==> src/rtl/sport_pkg.sv <==
package sport_pkg;
    typedef enum logic [1:0] {
        S_CTRL  = 2'd0,
        S_DATA  = 2'd1,
        S_DRAIN = 2'd2,
        S_TURN  = 2'd3
    } port_state_e;

    localparam logic [1:0] LEN_CODE_MAX = 2'd2;
endpackage

==> src/rtl/sport_cfg_resolve.sv <==
module sport_cfg_resolve #(
    parameter int CLK_SRC_W = 3
) (
    input  logic [1:0]           frame_code,
    input  logic [CLK_SRC_W-1:0] clk_src,
    input  logic                 master_sel,
    input  logic                 data_mode,
    output logic                 master_eff,
    output logic [1:0]           len_code
);
    import sport_pkg::*;

    logic src_is_port_clk;

    always_comb begin
        src_is_port_clk = (clk_src == '0);
        master_eff      = master_sel && !src_is_port_clk;
        if (src_is_port_clk && data_mode)
            len_code = LEN_CODE_MAX;
        else if (frame_code > LEN_CODE_MAX)
            len_code = LEN_CODE_MAX;
        else
            len_code = frame_code;
    end
endmodule

==> src/rtl/sport_bit_timer.sv <==
module sport_bit_timer #(
    parameter int BASE_BITS = 64,
    parameter int CW        = $clog2(BASE_BITS * 4)
) (
    input  logic          clk,
    input  logic          rst_n,
    input  logic          sclk_edge,
    input  logic [1:0]    len_code,
    output logic          sclk_q,
    output logic [CW-1:0] bit_pos,
    output logic          adv
);
    import sport_pkg::*;

    logic [1:0]  len_q;
    logic [CW:0] len_full;
    logic [CW-1:0] pos_last;

    always_comb begin
        adv      = sclk_edge && sclk_q;
        len_full = (CW+1)'(BASE_BITS) << len_q;
        pos_last = CW'(len_full - 1'b1);
    end

    always_ff @(posedge clk or negedge rst_n) begin
        if (!rst_n) begin
            sclk_q  <= 1'b0;
            bit_pos <= '0;
            len_q   <= LEN_CODE_MAX;
        end else begin
            if (sclk_edge)
                sclk_q <= !sclk_q;
            if (adv) begin
                if (bit_pos == pos_last) begin
                    bit_pos <= '0;
                    len_q   <= len_code;
                end else begin
                    bit_pos <= bit_pos + 1'b1;
                end
            end
        end
    end
endmodule

==> src/rtl/sport_mode_fsm.sv <==
module sport_mode_fsm #(
    parameter int DRAIN_BITS = 3,
    localparam int DW = $clog2(DRAIN_BITS + 1)
) (
    input  logic                   clk,
    input  logic                   rst_n,
    input  logic                   data_mode,
    input  logic                   fast_release,
    input  logic                   adv,
    input  logic                   master_eff,
    input  logic                   tx_disable,
    output sport_pkg::port_state_e state,
    output logic                   sclk_oe,
    output logic                   fsync_oe,
    output logic                   sdata_oe
);
    import sport_pkg::*;

    port_state_e state_nx;
    logic [DW-1:0] drain_cnt;
    logic drain_done;

    assign drain_done = adv && (drain_cnt == DW'(DRAIN_BITS - 1));

    always_comb begin
        state_nx = state;
        unique case (state)
            S_CTRL:  if (data_mode) state_nx = S_DATA;
            S_DATA:  if (!data_mode) state_nx = fast_release ? S_TURN : S_DRAIN;
            S_DRAIN: if (drain_done) state_nx = S_TURN;
            S_TURN:  if (adv) state_nx = data_mode ? S_DATA : S_CTRL;
        endcase
    end

    always_ff @(posedge clk or negedge rst_n) begin
        if (!rst_n) begin
            state     <= S_CTRL;
            drain_cnt <= '0;
        end else begin
            state <= state_nx;
            if (state != S_DRAIN)
                drain_cnt <= '0;
            else if (adv)
                drain_cnt <= drain_cnt + 1'b1;
        end
    end

    always_comb begin
        sclk_oe  = 1'b0;
        fsync_oe = 1'b0;
        sdata_oe = 1'b0;
        unique case (state)
            S_CTRL: begin
                sclk_oe  = master_eff;
                fsync_oe = master_eff;
                sdata_oe = 1'b1;
            end
            S_DATA, S_DRAIN: begin
                sclk_oe  = master_eff;
                fsync_oe = master_eff;
                sdata_oe = !tx_disable;
            end
            S_TURN: begin
                sclk_oe  = 1'b0;
                fsync_oe = 1'b0;
                sdata_oe = 1'b0;
            end
        endcase
    end
endmodule

==> src/rtl/sport_frame_ctrl.sv <==
module sport_frame_ctrl #(
    parameter int BASE_BITS  = 64,
    parameter int CLK_SRC_W  = 3,
    parameter int DRAIN_BITS = 3,
    localparam int CW = $clog2(BASE_BITS * 4)
) (
    input  logic                 clk,
    input  logic                 rst_n,
    input  logic                 sclk_edge,
    input  logic                 data_mode,
    input  logic [1:0]           frame_code,
    input  logic                 master_sel,
    input  logic [CLK_SRC_W-1:0] clk_src,
    input  logic                 tx_disable,
    input  logic                 fast_release,
    output logic [CW-1:0]        bit_pos,
    output logic                 sclk_out,
    output logic                 fsync_out,
    output logic                 sclk_oe,
    output logic                 fsync_oe,
    output logic                 sdata_oe
);
    import sport_pkg::*;

    logic        master_eff;
    logic [1:0]  len_code;
    logic        adv;
    port_state_e state;

    sport_cfg_resolve #(.CLK_SRC_W(CLK_SRC_W)) u_cfg (
        .frame_code (frame_code),
        .clk_src    (clk_src),
        .master_sel (master_sel),
        .data_mode  (data_mode),
        .master_eff (master_eff),
        .len_code   (len_code)
    );

    sport_bit_timer #(.BASE_BITS(BASE_BITS), .CW(CW)) u_timer (
        .clk       (clk),
        .rst_n     (rst_n),
        .sclk_edge (sclk_edge),
        .len_code  (len_code),
        .sclk_q    (sclk_out),
        .bit_pos   (bit_pos),
        .adv       (adv)
    );

    sport_mode_fsm #(.DRAIN_BITS(DRAIN_BITS)) u_fsm (
        .clk          (clk),
        .rst_n        (rst_n),
        .data_mode    (data_mode),
        .fast_release (fast_release),
        .adv          (adv),
        .master_eff   (master_eff),
        .tx_disable   (tx_disable),
        .state        (state),
        .sclk_oe      (sclk_oe),
        .fsync_oe     (fsync_oe),
        .sdata_oe     (sdata_oe)
    );

    assign fsync_out = (bit_pos == '0);
endmodule

==> config.mk <==
export PLATFORM = sky130hd
export DESIGN_NAME = sport_frame_ctrl
export DESIGN_NICKNAME = d
export VERILOG_FILES = /design/src/rtl/sport_pkg.sv /design/src/rtl/sport_cfg_resolve.sv /design/src/rtl/sport_bit_timer.sv /design/src/rtl/sport_mode_fsm.sv /design/src/rtl/sport_frame_ctrl.sv
export SDC_FILE = /design/constraint.sdc
export NUM_CORES = 1
export LEC_CHECK = 0
export ABC_AREA = 0
export BUFFER_PORTS_ARGS = -buffer_cell sky130_fd_sc_hd__clkbuf_2
export CAP_MARGIN = 20
export CORE_ASPECT_RATIO = 1.2
export CORE_MARGIN = 1
export CORE_UTILIZATION = 40
export DETAILED_ROUTE_END_ITERATION = 8
export SETUP_SLACK_MARGIN = 0.2
export SLEW_MARGIN = 20
export SYNTH_ARGS = -nofsm -noshare
export SYNTH_HDL_FRONTEND = slang
export SYNTH_SLANG_ARGS = --single-unit
==> constraint.sdc <==
create_clock -name clk -period 4 [get_ports clk]
set_input_delay 0.8 -clock clk [delete_from_list [all_inputs] [get_ports clk]]
set_output_delay 0.8 -clock clk [all_outputs]
set_load 0.03 [all_outputs]
* Yosys cells after proc, flatten, opt, wreduce, memory -nomap -nowiden
Index checks and enable logic that the tools add are counted.
Cells by class: $add $sub $neg 3, magnitude comparators 1, equal/unequal tests 10, shifts and indexed selects 1, muxes and demuxes 14, reductions and logical operators 15
Operators with widths (count):
- 2-bit two-way mux | 8
- 8-bit by 1-bit adder with 8-bit output (second input constant) | 1
- 8-bit == test | 1
- 8-bit logical NOT | 1
- 8-bit two-way mux | 1
- 2-bit case mux with 4 select lines | 1
- 7-bit by 2-bit left shift with 8-bit output (first input constant) | 1
- 8-bit by 1-bit subtractor with 8-bit output (second input constant) | 1
- 2-bit == test (second input constant) | 3
- 2-bit != test (second input constant) | 3
- 1-bit logical AND | 4
- 2-bit by 1-bit != test with 1-bit output (second input constant) | 2
- 4-bit AND reduction | 1
- 1-bit logical NOT | 3
- 3-bit logical NOT | 1
- 1-bit case mux with 3 select lines | 1
- 3-bit OR reduction | 1
- 2-bit by 1-bit adder with 2-bit output (second input constant) | 1
- 2-bit by 1-bit == test with 1-bit output (second input constant) | 1
- 2-bit greater-than comparator (second input constant) | 1
- 2-bit logical NOT | 1
- 1-bit two-way mux | 2
- 1-bit case mux with 2 select lines | 1
- 2-bit AND reduction | 1
- other kinds (2) | 2
Storage, ports and cells: register bits 15, logic and storage cells 49

* Depth between registers and ports, before layout
depth in word-level cells 4, gate-level depth with buffers 5

* Hierarchy
A second synthesis with hierarchy kept.
Second synthesis, totals: cell total of the unflattened synthesis 87, area, all modules 939.7 sq um
By module, submodules not included:
- sport_bit_timer | instances 1, cells each 48, area an instance 541.8 sq um, sequential area each 276.5 sq um
- sport_mode_fsm | instances 1, cells each 31, area an instance 344.1 sq um, sequential area each 100.1 sq um
- sport_cfg_resolve | instances 1, cells each 5, area an instance 35.0 sq um, sequential area each 0.0 sq um
- sport_frame_ctrl | instances 1, cells each 3, area an instance 18.8 sq um, sequential area each 0.0 sq um

* Worst setup path before layout
Ideal clock, no wire load.
path kind input -> output, from input port clk_src[1], to output port sclk_oe, arrival 1942 ps, setup slack 1258 ps, stages 3, buffers on the path 1, cell sequence nor3_1 -> nor3b_1 -> buf_4
Between the ends: cells in the longest elaborated chain, start to end 4
Ends and longest elaborated chain:
- from (decl) | line sport_frame_ctrl.sv:13 | input logic [CLK_SRC_W-1:0] clk_src,
- 3-bit logical NOT | line sport_cfg_resolve.sv:16 | src_is_port_clk = (clk_src == '0);
- 1-bit logical NOT | line sport_cfg_resolve.sv:17 | master_eff = master_sel && !src_is_port_clk;
- 1-bit logical AND | line sport_cfg_resolve.sv:17
- 1-bit case mux with 2 select lines
- to (decl) | line sport_frame_ctrl.sv:19 | output logic sclk_oe,
Every way passes these cells.

* Worst setup path in the final report
from input port clk_src[1], to output port fsync_oe
Between the ends: cells in the longest elaborated chain, start to end 4
Ends and longest elaborated chain:
- 3-bit logical NOT | line sport_cfg_resolve.sv:16
- 1-bit logical NOT | line sport_cfg_resolve.sv:17
- 1-bit logical AND | line sport_cfg_resolve.sv:17
- 1-bit case mux with 2 select lines | line sport_mode_fsm.sv:52 | unique case (state)
- to (decl) | line sport_frame_ctrl.sv:20 | output logic fsync_oe,
Every way passes these cells.

==> impl_metrics.py <==
metrics = {
    "worst_setup_path": {
        "rr_worst_depth": 3,
        "crit_fanout": 3,
        "worstPathArrival_ns": 1.49,
        "start_kind": "primary input",
        "crit_slowest_cell": "nor3_1",
        "crit-reg2reg-launch": "u_timer.bit_pos[6]",
        "setup.worst_path.class": "in2out",
        "crit_path_max_incr_delay_ns": 0.30,
        "critical-path-top-delay-family": "simple AND/OR/NAND/NOR gates",
        "cp.required_ns": 3.20,
        "crit_chain": "clkbuf_2 > nor3_1 > nor3b_1 > clkbuf_2",
        "endpoint_kind": "output port",
        "reg2reg_to": "u_timer.len_q[0]",
        "cp.buffers_inverters": 2,
        "critical_path.most_common_cell": "clkbuf_2",
        "r2r_setup_slack_ns": 2.01,
    },
    "timing": {
        "final.setup_skew_ns": 0.00618,
        "period_needed_ns": 2.29,
        "whs_ns": 0.420,
        "setup_viol": 0,
        "tns_ns": 0,
        "fmax_mhz": 436,
        "maxSlewHeadroom_pct": 69.3,
        "worst_slack_ns": 1.71,
        "tightest_slew_ns": 0.461,
        "slew_violations": 0,
        "rsz0062_at_grt": "no",
        "final_hold_viol_count": 0,
        "post-route-period-util_pct": 57.3,
    },
    "floorplan": {
        "die_y_um": 54.5,
        "initial_core_util_pct": 43.3,
        "rows": 18,
        "core_area_um2": 2120,
        "io-pin-count": 25,
        "die_area_um2": 2490,
        "die_w_um": 45.7,
    },
    "placed_design": {
        "dp_hpwl_mm": 1.40,
        "dpl.cell_count": 141,
        "io_buffers": 24,
        "gp_congestion": 0.790,
        "pre_cts_ws_ns": 1.72,
    },
    "flow_run": {
        "drv_cap": 0,
    },
    "synthesis": {
        "synthDistinctLibCells": 35,
        "yosys-top-cells-area": "dfrtp_1 38%, ha_1 9.5%, nand3_1 3.8%",
        "synthCells": 88,
        "synth_top_area_share_pct": 38.2,
        "synth_ff_type": "dfrtp_1",
        "synth_edf_count": 0,
        "synth_fp_nets": 107,
        "synth.avg_cell_area_um2": 10.4,
        "synth_most_common_cell": "dfrtp_1",
        "synth_top_cell_by_area": "dfrtp_1",
        "synthTopCellsByCount": "14 x dfrtp_1, 8 x inv_1, 7 x ha_1, 7 x nand3_1, 6 x nand2_1",
        "ys_seq_area_share_pct": 41.1,
        "yosysWarnings": 0,
        "netlist_area_um2": 917,
        "async_flop_share_pct": 100,
        "ys_ff_latch": 15,
    },
    "routing": {
        "initialDrtViolationCount": 4,
        "first_pass_iters": 3,
        "routed-via-count": 747,
        "drc": 0,
        "postRouteWirelength_mm": 1.80,
        "vias_per_cell": 5.15,
        "wl_per_cell_um": 12.4,
        "antenna_left": 0,
    },
    "grt": {
        "grt_first_pass_wirelength_mm": 3.04,
        "track_usage_pct": 17.3,
        "overflow": 0,
        "antenna_found_initial": 0,
        "grt_max_degree": 16,
        "grt_pass1_vias": 732,
    },
    "final_layout": {
        "fin_nets": 135,
        "drive_above_1_share_pct": 31.3,
        "final_cells": 145,
        "area_growth_pct": 19.2,
        "diodes": 0,
    },
    "clocking": {
        "cts_buffer_depth": 2,
        "postCtsSetupRepairBufs": 0,
        "h-tree-depth": 1,
        "cts_hold_buf": 0,
        "clkLatencyLatePin_ns": 0.28,
        "cts_resized": 0,
        "cts_buffers": 3,
        "clock-sinks": 15,
        "clk_pin_slew_ns": 0.09,
        "cts_tree": "built",
        "clock-root-buffer": "clkbuf_4",
    },
    "power": {
        "p_comb_share_pct": 51.1,
        "clkPwrFrac_pct": 11.8,
        "intPower_w": 0.000382,
        "leakagePower_nw": 0.542,
        "switching_share_pct": 46.8,
        "switchingPower_w": 0.000336,
        "p_per_area_nw_per_um2": 657,
        "ir_worst_vdd_mv": 0.372,
        "seq_power_share_pct": 37.1,
    },
    "outcome": {
        "status": "complete, no violations",
    },
    "hold_path": {
        "hold_path_class": "in2async",
    },
}
[through the flow]
stage | power, W | util [%] | cell area (um^2)
after floorplan | 0.000537 | - | 917
after global placement | 0.000627 | 50.4 | 1070
after detailed placement | 0.000640 | 50.4 | 1070
after CTS | 0.000729 | 51.7 | 1090
after global routing | 0.000782 | 51.7 | 1090
final | 0.000718 | 51.7 | 1090
[logic make-up after synthesis]
| family | count (synthesis) | share of synthesized area (%) |
|---|---|---|
| AOI/OAI and AO/OA | 15 | 12.7 |
| adders and majority gates | 7 | 9.55 |
| xor gates and xnor gates | 5 | 4.78 |
| DFF | 15 | 41.1 |
| and+or+nand+nor | 30 | 19.2 |
| buffers and inverters | 9 | 4.09 |
| muxes | 7 | 8.59 |
[state kept, by name (all words and copies together), names as in the netlist]
register and cells:
u_fsm.drain_cnt 2, u_fsm.state 2, u_timer.bit_pos 8, u_timer.len_q 2, u_timer.sclk_q 1
[how the worst max path moves through the flow]
stage                              start  slack [ns]  endpoint  cells past startpoint
after floorplan               clk_src[1]        1.26   sclk_oe                      3
after global placement        clk_src[1]        1.75   sclk_oe                      4
after detailed placement      clk_src[1]        1.72  fsync_oe                      4
after CTS                 u_fsm.state[0]        1.68  fsync_oe                      3
after global routing      u_fsm.state[1]        1.61  sdata_oe                      4
final                         clk_src[1]        1.71  fsync_oe                      4
[layout by cell type, fill, tap and decap left out, types with 2 or more instances in the layout]
master	Yosys	layout
a21oi_1	3	3
and2_1	2	2
and3_1	2	2
clkbuf_2	0	24
clkbuf_4	0	3
dfrtp_1	14	14
ha_1	7	7
inv_1	8	8
mux2_2	3	3
mux2i_1	3	3
nand2_1	6	6
nand3_1	7	7
nor2_1	3	3
o21ai_0	3	3
or4_1	2	2
xnor2_1	3	3
xor2_1	2	2
[worst register-to-register path: stages, from the launching register on]
cell and delay [ns]:
dfrtp_1 0.47, or4_4 0.59, a311oi_4 0.48, mux2_4 0.33
[per-layer routing]
| metal | share of wire, % | track usage (%) |
|---|---|---|
| met5 | 0 | 0 |
| met4 | 1.1 | 10.3 |
| met3 | 4.7 | 3.30 |
| met2 | 50 | 29.5 |
| met1 | 45 | 19.8 |
[power groups by stage]
stage,clock network (W),logic [W],registers [W]
2_1_floorplan,0,0.000218,0.000318
3_3_place_gp,0,0.000359,0.000268
3_5_place_dp,0,0.000371,0.000269
4_1_cts,0.0000914,0.000372,0.000266
5_1_grt,0.000101,0.000402,0.000279
6_report,0.0000844,0.000367,0.000267
[layout make-up]
cell class | instances | area (um^2)
fillers | 223 | 1020
inverters | 8 | 30.0
clock buffers | 4 | 26.3
multi-input cells | 64 | 503
repair buffers | 24 | 120
well taps | 30 | 37.5
flip-flops and latches | 15 | 377
No activity file was read; power rests on OpenSTA's default activity.
